$ cat config.mk
export PLATFORM = sky130hd
export DESIGN_NAME = tr_payload
export DESIGN_NICKNAME = d
export VERILOG_FILES = /design/src/rtl/tr_pkg.sv /design/src/rtl/tr_payload.sv
export SDC_FILE = /design/constraint.sdc
export NUM_CORES = 1
export LEC_CHECK = 0
export ABC_CLOCK_PERIOD_IN_PS = 7010
export CORE_UTILIZATION = 30
export CTS_BUF_LIST = sky130_fd_sc_hd__clkbuf_16
export CTS_CLUSTER_DIAMETER = 30
export DETAILED_ROUTE_END_ITERATION = 6
export PLACE_DENSITY = 0.54
export SLEW_MARGIN = 20
export SYNTH_ARGS = -nofsm -noshare
export SYNTH_HDL_FRONTEND = slang
export SYNTH_SLANG_ARGS = --single-unit
export TNS_END_PERCENT = 1
$ cat constraint.sdc
create_clock -name clk -period 7.01 [get_ports clk]
set_input_delay 1.402 -clock clk [delete_from_list [all_inputs] [get_ports clk]]
set_output_delay 1.402 -clock clk [all_outputs]
set_load 0.1 [all_outputs]
$ cat src/rtl/tr_pkg.sv
package tr_pkg;

  localparam logic [15:0] CMD_MAGIC_HI = 16'hC0DE;

  localparam logic [31:0] C_INIT        = 32'hC0DE_0001;
  localparam logic [31:0] C_SUB_NEW     = 32'hC0DE_0002;
  localparam logic [31:0] C_SUBSUB_NEW  = 32'hC0DE_0003;
  localparam logic [31:0] C_FAILED      = 32'hC0DE_0004;
  localparam logic [31:0] C_SKIPPED     = 32'hC0DE_0005;
  localparam logic [31:0] C_PRINT       = 32'hC0DE_0006;
  localparam logic [31:0] C_TERM        = 32'hC0DE_0010;
  localparam logic [31:0] C_SUB_DONE    = 32'hC0DE_0011;
  localparam logic [31:0] C_SUBSUB_DONE = 32'hC0DE_0012;
  localparam logic [31:0] C_VALUE       = 32'hC0DE_0020;
  localparam logic [31:0] C_QUERY       = 32'hC0DE_0030;

  localparam logic [31:0] OK_TAIL   = 32'h600D_7A11;
  localparam logic [31:0] UNIT_NONE = 32'd1;

  typedef enum logic [1:0] {SZ_B = 2'd0, SZ_H = 2'd1, SZ_W = 2'd2, SZ_X = 2'd3} size_e;
  typedef enum logic [2:0] {PT_CMD = 3'd0, PT_DATA = 3'd1, PT_TSLO = 3'd2, PT_TSHI = 3'd3} port_e;
  typedef enum logic [2:0] {K_NONE, K_STR, K_DONE, K_VAL, K_QRY} kind_e;

  function automatic kind_e kind_of(input logic [31:0] c);
    case (c)
      C_INIT, C_SUB_NEW, C_SUBSUB_NEW, C_FAILED, C_SKIPPED, C_PRINT: return K_STR;
      C_TERM, C_SUB_DONE, C_SUBSUB_DONE:                             return K_DONE;
      C_VALUE:                                                       return K_VAL;
      C_QUERY:                                                       return K_QRY;
      default:                                                       return K_NONE;
    endcase
  endfunction

endpackage

$ cat src/rtl/tr_payload.sv
module tr_payload
  import tr_pkg::*;
#(
  parameter int STR_CAP  = 32,
  parameter int UNIT_END = 28,
  localparam int OFF_W   = $clog2(STR_CAP + 16),
  localparam int TIX_W   = $clog2(STR_CAP)
) (
  input  logic                 clk,
  input  logic                 rst_n,
  input  logic                 cmd_wr,
  input  logic [31:0]          cmd_in,
  input  logic                 data_wr,
  input  logic                 data_rd,
  input  logic [1:0]           size,
  input  logic [31:0]          wdata,
  input  logic [31:0]          q_resp,
  input  logic [2:0]           q_len,
  output logic                 rd_mapped,
  output logic [31:0]          rd_word,
  output logic                 evt_valid,
  output logic [31:0]          evt_cmd,
  output logic [OFF_W-1:0]     evt_len,
  output logic [31:0]          evt_count,
  output logic [63:0]          evt_value,
  output logic [31:0]          evt_unit,
  output logic [STR_CAP*8-1:0] evt_text
);
  logic [31:0]      cmd_q, resp_q, unit_q, cnt_q;
  logic [63:0]      val_q;
  logic [OFF_W-1:0] off_q, len_q;
  logic [2:0]       rdcnt_q;
  logic             evt_q;
  logic [7:0]       txt_q [STR_CAP];

  kind_e            kind;
  logic [OFF_W-1:0] name_off, szb, rdc, rem, take;
  logic             str_room, name_room;
  logic [7:0]       byte_in;
  logic [15:0]      half_in;
  int               off_i;
  logic [31:0]      shifted;

  assign kind      = kind_of(cmd_q);
  assign byte_in   = wdata[7:0];
  assign half_in   = wdata[15:0];
  assign off_i     = int'(off_q);
  assign name_off  = off_q - OFF_W'(12);
  assign str_room  = off_i < STR_CAP - 1;
  assign name_room = (off_i >= 12) && (off_i - 12 < STR_CAP - 1);
  assign rdc       = OFF_W'(rdcnt_q);
  assign rem       = rdc - off_q;
  assign take      = (szb < rem) ? szb : rem;
  assign shifted   = resp_q >> (8 * off_i);
  assign rd_mapped = rdcnt_q != 3'd0;

  always_comb begin
    case (size)
      SZ_B:    szb = OFF_W'(1);
      SZ_H:    szb = OFF_W'(2);
      SZ_W:    szb = OFF_W'(4);
      default: szb = OFF_W'(0);
    endcase
  end

  always_comb begin
    rd_word = '0;
    if (off_q < rdc) begin
      for (int b = 0; b < 4; b++)
        if (OFF_W'(b) < take) rd_word[8*b +: 8] = shifted[8*b +: 8];
    end else if (off_q == rdc) begin
      rd_word = OK_TAIL;
    end
  end

  always_ff @(posedge clk or negedge rst_n) begin
    if (!rst_n) begin
      cmd_q <= '0; resp_q <= '0; unit_q <= '0; cnt_q <= '0; val_q <= '0;
      off_q <= '0; len_q <= '0; rdcnt_q <= '0; evt_q <= 1'b0;
      for (int i = 0; i < STR_CAP; i++) txt_q[i] <= '0;
    end else begin
      evt_q <= 1'b0;
      if (cmd_wr) begin
        cmd_q <= cmd_in; off_q <= '0; rdcnt_q <= '0; resp_q <= '0;
        val_q <= '0; unit_q <= '0; cnt_q <= '0; len_q <= '0;
        for (int i = 0; i < STR_CAP; i++) txt_q[i] <= '0;
      end else if (data_wr) begin
        case (kind)
          K_STR: if (size == SZ_B && str_room) begin
            if (byte_in != 8'd0) begin
              txt_q[TIX_W'(off_q)] <= byte_in;
              off_q <= off_q + OFF_W'(1);
            end else begin
              evt_q <= 1'b1;
              len_q <= off_q;
            end
          end
          K_DONE: begin
            if (size == SZ_H && off_i == 0) begin
              cnt_q <= {16'b0, half_in};
              off_q <= OFF_W'(2);
            end else if (size == SZ_H && off_i == 2) begin
              cnt_q[31:16] <= half_in;
              evt_q <= 1'b1;
              len_q <= OFF_W'(4);
            end else if (size == SZ_W && off_i == 0) begin
              cnt_q <= wdata;
              evt_q <= 1'b1;
              len_q <= OFF_W'(4);
            end
          end
          K_VAL: begin
            if (size == SZ_W && (off_i == 0 || off_i == 4 || off_i == 8)) begin
              off_q <= off_q + OFF_W'(4);
              if (off_i == 0)      val_q[31:0]  <= wdata;
              else if (off_i == 4) val_q[63:32] <= wdata;
              else                 unit_q       <= wdata;
            end else if (size == SZ_H && off_i < 12 && !off_q[0]) begin
              off_q <= off_q + OFF_W'(2);
              if (off_i < 8)       val_q[16*off_q[2:1] +: 16] <= half_in;
              else if (off_i == 8) unit_q <= {16'b0, half_in};
              else                 unit_q[31:16] <= half_in;
            end else if (size == SZ_B && name_room) begin
              if (byte_in != 8'd0) begin
                txt_q[TIX_W'(name_off)] <= byte_in;
                off_q <= off_q + OFF_W'(1);
              end else begin
                evt_q <= 1'b1;
                len_q <= name_off;
                if (unit_q == 32'd0 || unit_q >= 32'(UNIT_END)) unit_q <= UNIT_NONE;
              end
            end
          end
          K_QRY: if (q_len != 3'd0) begin
            rdcnt_q <= q_len;
            resp_q  <= q_resp;
          end
          default: ;
        endcase
      end else if (data_rd && rd_mapped) begin
        if (off_q < rdc)       off_q <= off_q + take;
        else if (off_q == rdc) off_q <= off_q + szb;
      end
    end
  end

  for (genvar g = 0; g < STR_CAP; g++) begin : g_text
    assign evt_text[8*g +: 8] = txt_q[g];
  end

  assign evt_valid = evt_q;
  assign evt_cmd   = cmd_q;
  assign evt_len   = len_q;
  assign evt_count = cnt_q;
  assign evt_value = val_q;
  assign evt_unit  = unit_q;
endmodule

==> key figures <==
Synth
  – Main combinational cell family by area after synthesis: multiplexers
  – Synthesized area: 21990 sq um
  – Adder-Cell Fraction of Synth Area: 1.491%
  – Post-synthesis mux area share: 16.91%
  – Most frequent cell after synthesis: dfrtp_1
  – Yosys warnings: 0
  – Synth area leaders: dfrtp_1 53%, mux2i_1 15%, nor2_1 5.8%
  – Post-synthesis sequential area ratio: 52.81%
  – Number of synthesized flops with an enable pin: 0
  – Yosys cell types: 74
  – Post-synthesis simple-gate area fraction: 15.02%
  – Syn_area_per_cell: 10.95 sq um
  – Top cell type's share of synthesized area: 52.81%
  – Async SR Flop Fraction: 100.0%
  – Synth area leader: dfrtp_1
  – Post-synthesis compound-gate area fraction: 10.51%
  – Main synth FF type: dfrtp_1
  – Flops & latches, synth: 464
  – Post-synth top cells: 464 x dfrtp_1, 339 x nor2_1, 332 x mux2i_1
  – Gate Count Post-Synth: 2009
  – Post-synthesis xor/xnor area fraction: 0.3585%

Critical path
  – Critical Path RT: 5610 ps
  – R2R Path End: evt_unit[12]
  – Worst EP arrival: 4600 ps
  – Reg-to-Reg Start: off_q[2]
  – R2R Setup Slk: 2470 ps
  – Crit path max fanout: 18
  – Crit path launch type: register
  – FF-to-FF path depth: 11
  – Critical path type: reg -> out
  – Setup crit end kind: primary output

Clocking
  – PostCTS Resize Cnt: 0
  – CTS tree: built
  – H-tree depth: 3
  – Clock transition at path regs: 50 ps
  – Setup bufs post-CTS: 0
  – Worst-Skew Late Latency: 670 ps
  – Bufs on Longest Clock Path: 3
  – CTS Buf Count: 121
  – CTS sink count: 464
  – CTS root buf: clkbuf_16
  – Hold_buf cts: 0

STA
  – Rel. slew slack: 20.61%
  – Post-route worst setup slack: 1013 ps
  – Part of the cycle the worst path needs: 85.55%
  – Fmax: 166.7 MHz
  – Final Hold Vio Count: 0
  – Slew Limit Fails: 0
  – Clock Skew: 48.48 ps
  – Final setup viols: 0
  – Slew @ Worst Pin: 1187 ps
  – Min Tclk post-route: 5997 ps
  – Setup repair after global routing missed its margin: false

Route
  – Post-DRT Antenna Nets: 0
  – Vias per inst: 4.928
  – Wirelength per Cell: 22.61 microns
  – 1st-pass router iterations: 5
  – Via count: 17880
  – DR DRC count: 0
  – DRT iter0 DRCs: 1156
  – Post-Route WL: 82.01 mm

Place
  – Pre-CTS setup slack: 1214 ps
  – GPL Wtd Cong: 0.8938
  – Hpwl dp: 55.11 mm
  – Placed cell count: 3405
  – Placed Area: 28440 sq um
  – I/O Buffers: 561

Floorplanning
  – Core Footprint: 71980 sq um
  – Die Y: 272.7 microns
  – Row count: 98
  – Die W: 272.7 microns
  – Io pins: 562
  – Die area: 74380 sq um
  – Initial Utilization: 30.55%

Flow run
  – # Max-Cap Violations: 0

Global route
  – Initial antenna violation count: 5
  – Total congestion overflow: 0
  – GR Util All Layers: 21.79%
  – Largest net degree at the start of global routing: 181
  – Global-route wire length before repair: 123.2 mm
  – Vias in the first global route: 18650

Hold path
  – Hold Crit Start: evt_value[39]
  – Min-delay worst type: reg -> reg
  – Hold Crit Endpoint: evt_value[39]
  – Worst Hold Depth: 2

Power and ir drop
  – Lkg Pwr: 0.01355 uW
  – Power per standard cell area: 308.4 nW/um^2
  – Worst vdd ir: 0.1777 mV

Finish
  – Layout cells sized above 1: 13.42%
  – Nets: 2709
  – Area Growth Syn to Fin: 47.64%
  – Post-Layout Cell Count: 3628
  – Fin area: 32460 sq um

Run status
  – Run status: complete, no violations
## final cells by class
cell class	instances	area, sq um
Sequential cell	464	11610
Tap cell	950	1189
Timing Repair Buffer	590	5763
Clock inverter	99	982.2
Inverter	19	71.32
Fill cell	6710	39510
Clock buffer	121	3028
Antenna cell	3	7.507
Multi-Input combinational cell	1382	9813
## state kept, by name, summed over array words and instances (netlist names)
signal,count
off_q,6
evt_text,256
evt_cmd,32
rdcnt_q,3
evt_value,64
evt_valid,1
evt_count,32
evt_len,6
resp_q,32
evt_unit,32
## per-layer routing
metal	wire [microns]	global-route usage (%)	vias to the layer above	share of wire, %
li1	-	-	8255	-
met1	33640	26.97	8843	41
met2	39730	35.79	661	48
met3	6409	6.511	119	7.8
met4	2227	7.910	0	2.7
met5	0	0	-	0
## kinds of logic after synthesis
logic type / Yosys count
and+or+nand+nor: 652
DFF: 464
muxes: 367
AOI/OAI and AO/OA: 327
buffers and inverters: 164
adders and majority gates: 25
xor gates and xnor gates: 9
other: 1
## where the power goes
group          switching [uW]  internal [uW]  leakage, uW  total (uW)
clock                    1720           3590      0.00200        5310
combinational            1410            425      0.00520        1840
sequential               87.5           2770      0.00636        2860
total                    3230           6790       0.0136       10000
## placed cells by master, fill, tap and decap left out, types with 14 or more instances in the layout
master             n
clkdlybuf4s50_1  517
dfrtp_1          464
nor2_1           339
mux2i_1          332
nand2_1          148
clkbuf_16        121
o31ai_1          104
a21oi_1           77
buf_4             57
o21ai_0           37
inv_1             35
mux2_2            35
clkinv_1          25
nand2b_1          23
ha_1              23
clkinv_2          22
nor3_1            19
nor2_8            18
o21bai_1          17
o2bb2ai_1         15
nor2_4            14
## metrics by stage
step	power [uW]	TNS [ps]	util, %	hold WS (ps)
3_3_place_gp	4724	0	39.50	459.3
5_1_grt	10380	0	45.10	497.4
4_1_cts	10130	0	45.08	478.9
6_report	10010	0	45.10	471.6
3_5_place_dp	4746	0	39.51	468.4
2_1_floorplan	4170	-1540	-	478.1
## how the worst max path moves through the flow
stage | startpoint | endpoint | slack, ps
2_1_floorplan | size[0] | rd_word[1] | -260
3_3_place_gp | size[0] | rd_word[24] | 1360
3_5_place_dp | size[0] | rd_word[25] | 1210
4_1_cts | off_q[2] | rd_word[25] | 1030
5_1_grt | off_q[2] | rd_word[26] | 660
6_report | off_q[2] | rd_word[25] | 1010
## critical path, stage by stage, from the launching register on
cell	delay, ps
dfrtp_1	310
buf_4	240
clkinv_1	450
ha_1	560
xor2_1	280
inv_1	80
ha_1	280
a21oi_1	90
or2_1	270
a211oi_1	840
and2_1	240
buf_4	290
No activity file was read; power rests on OpenSTA's default activity.
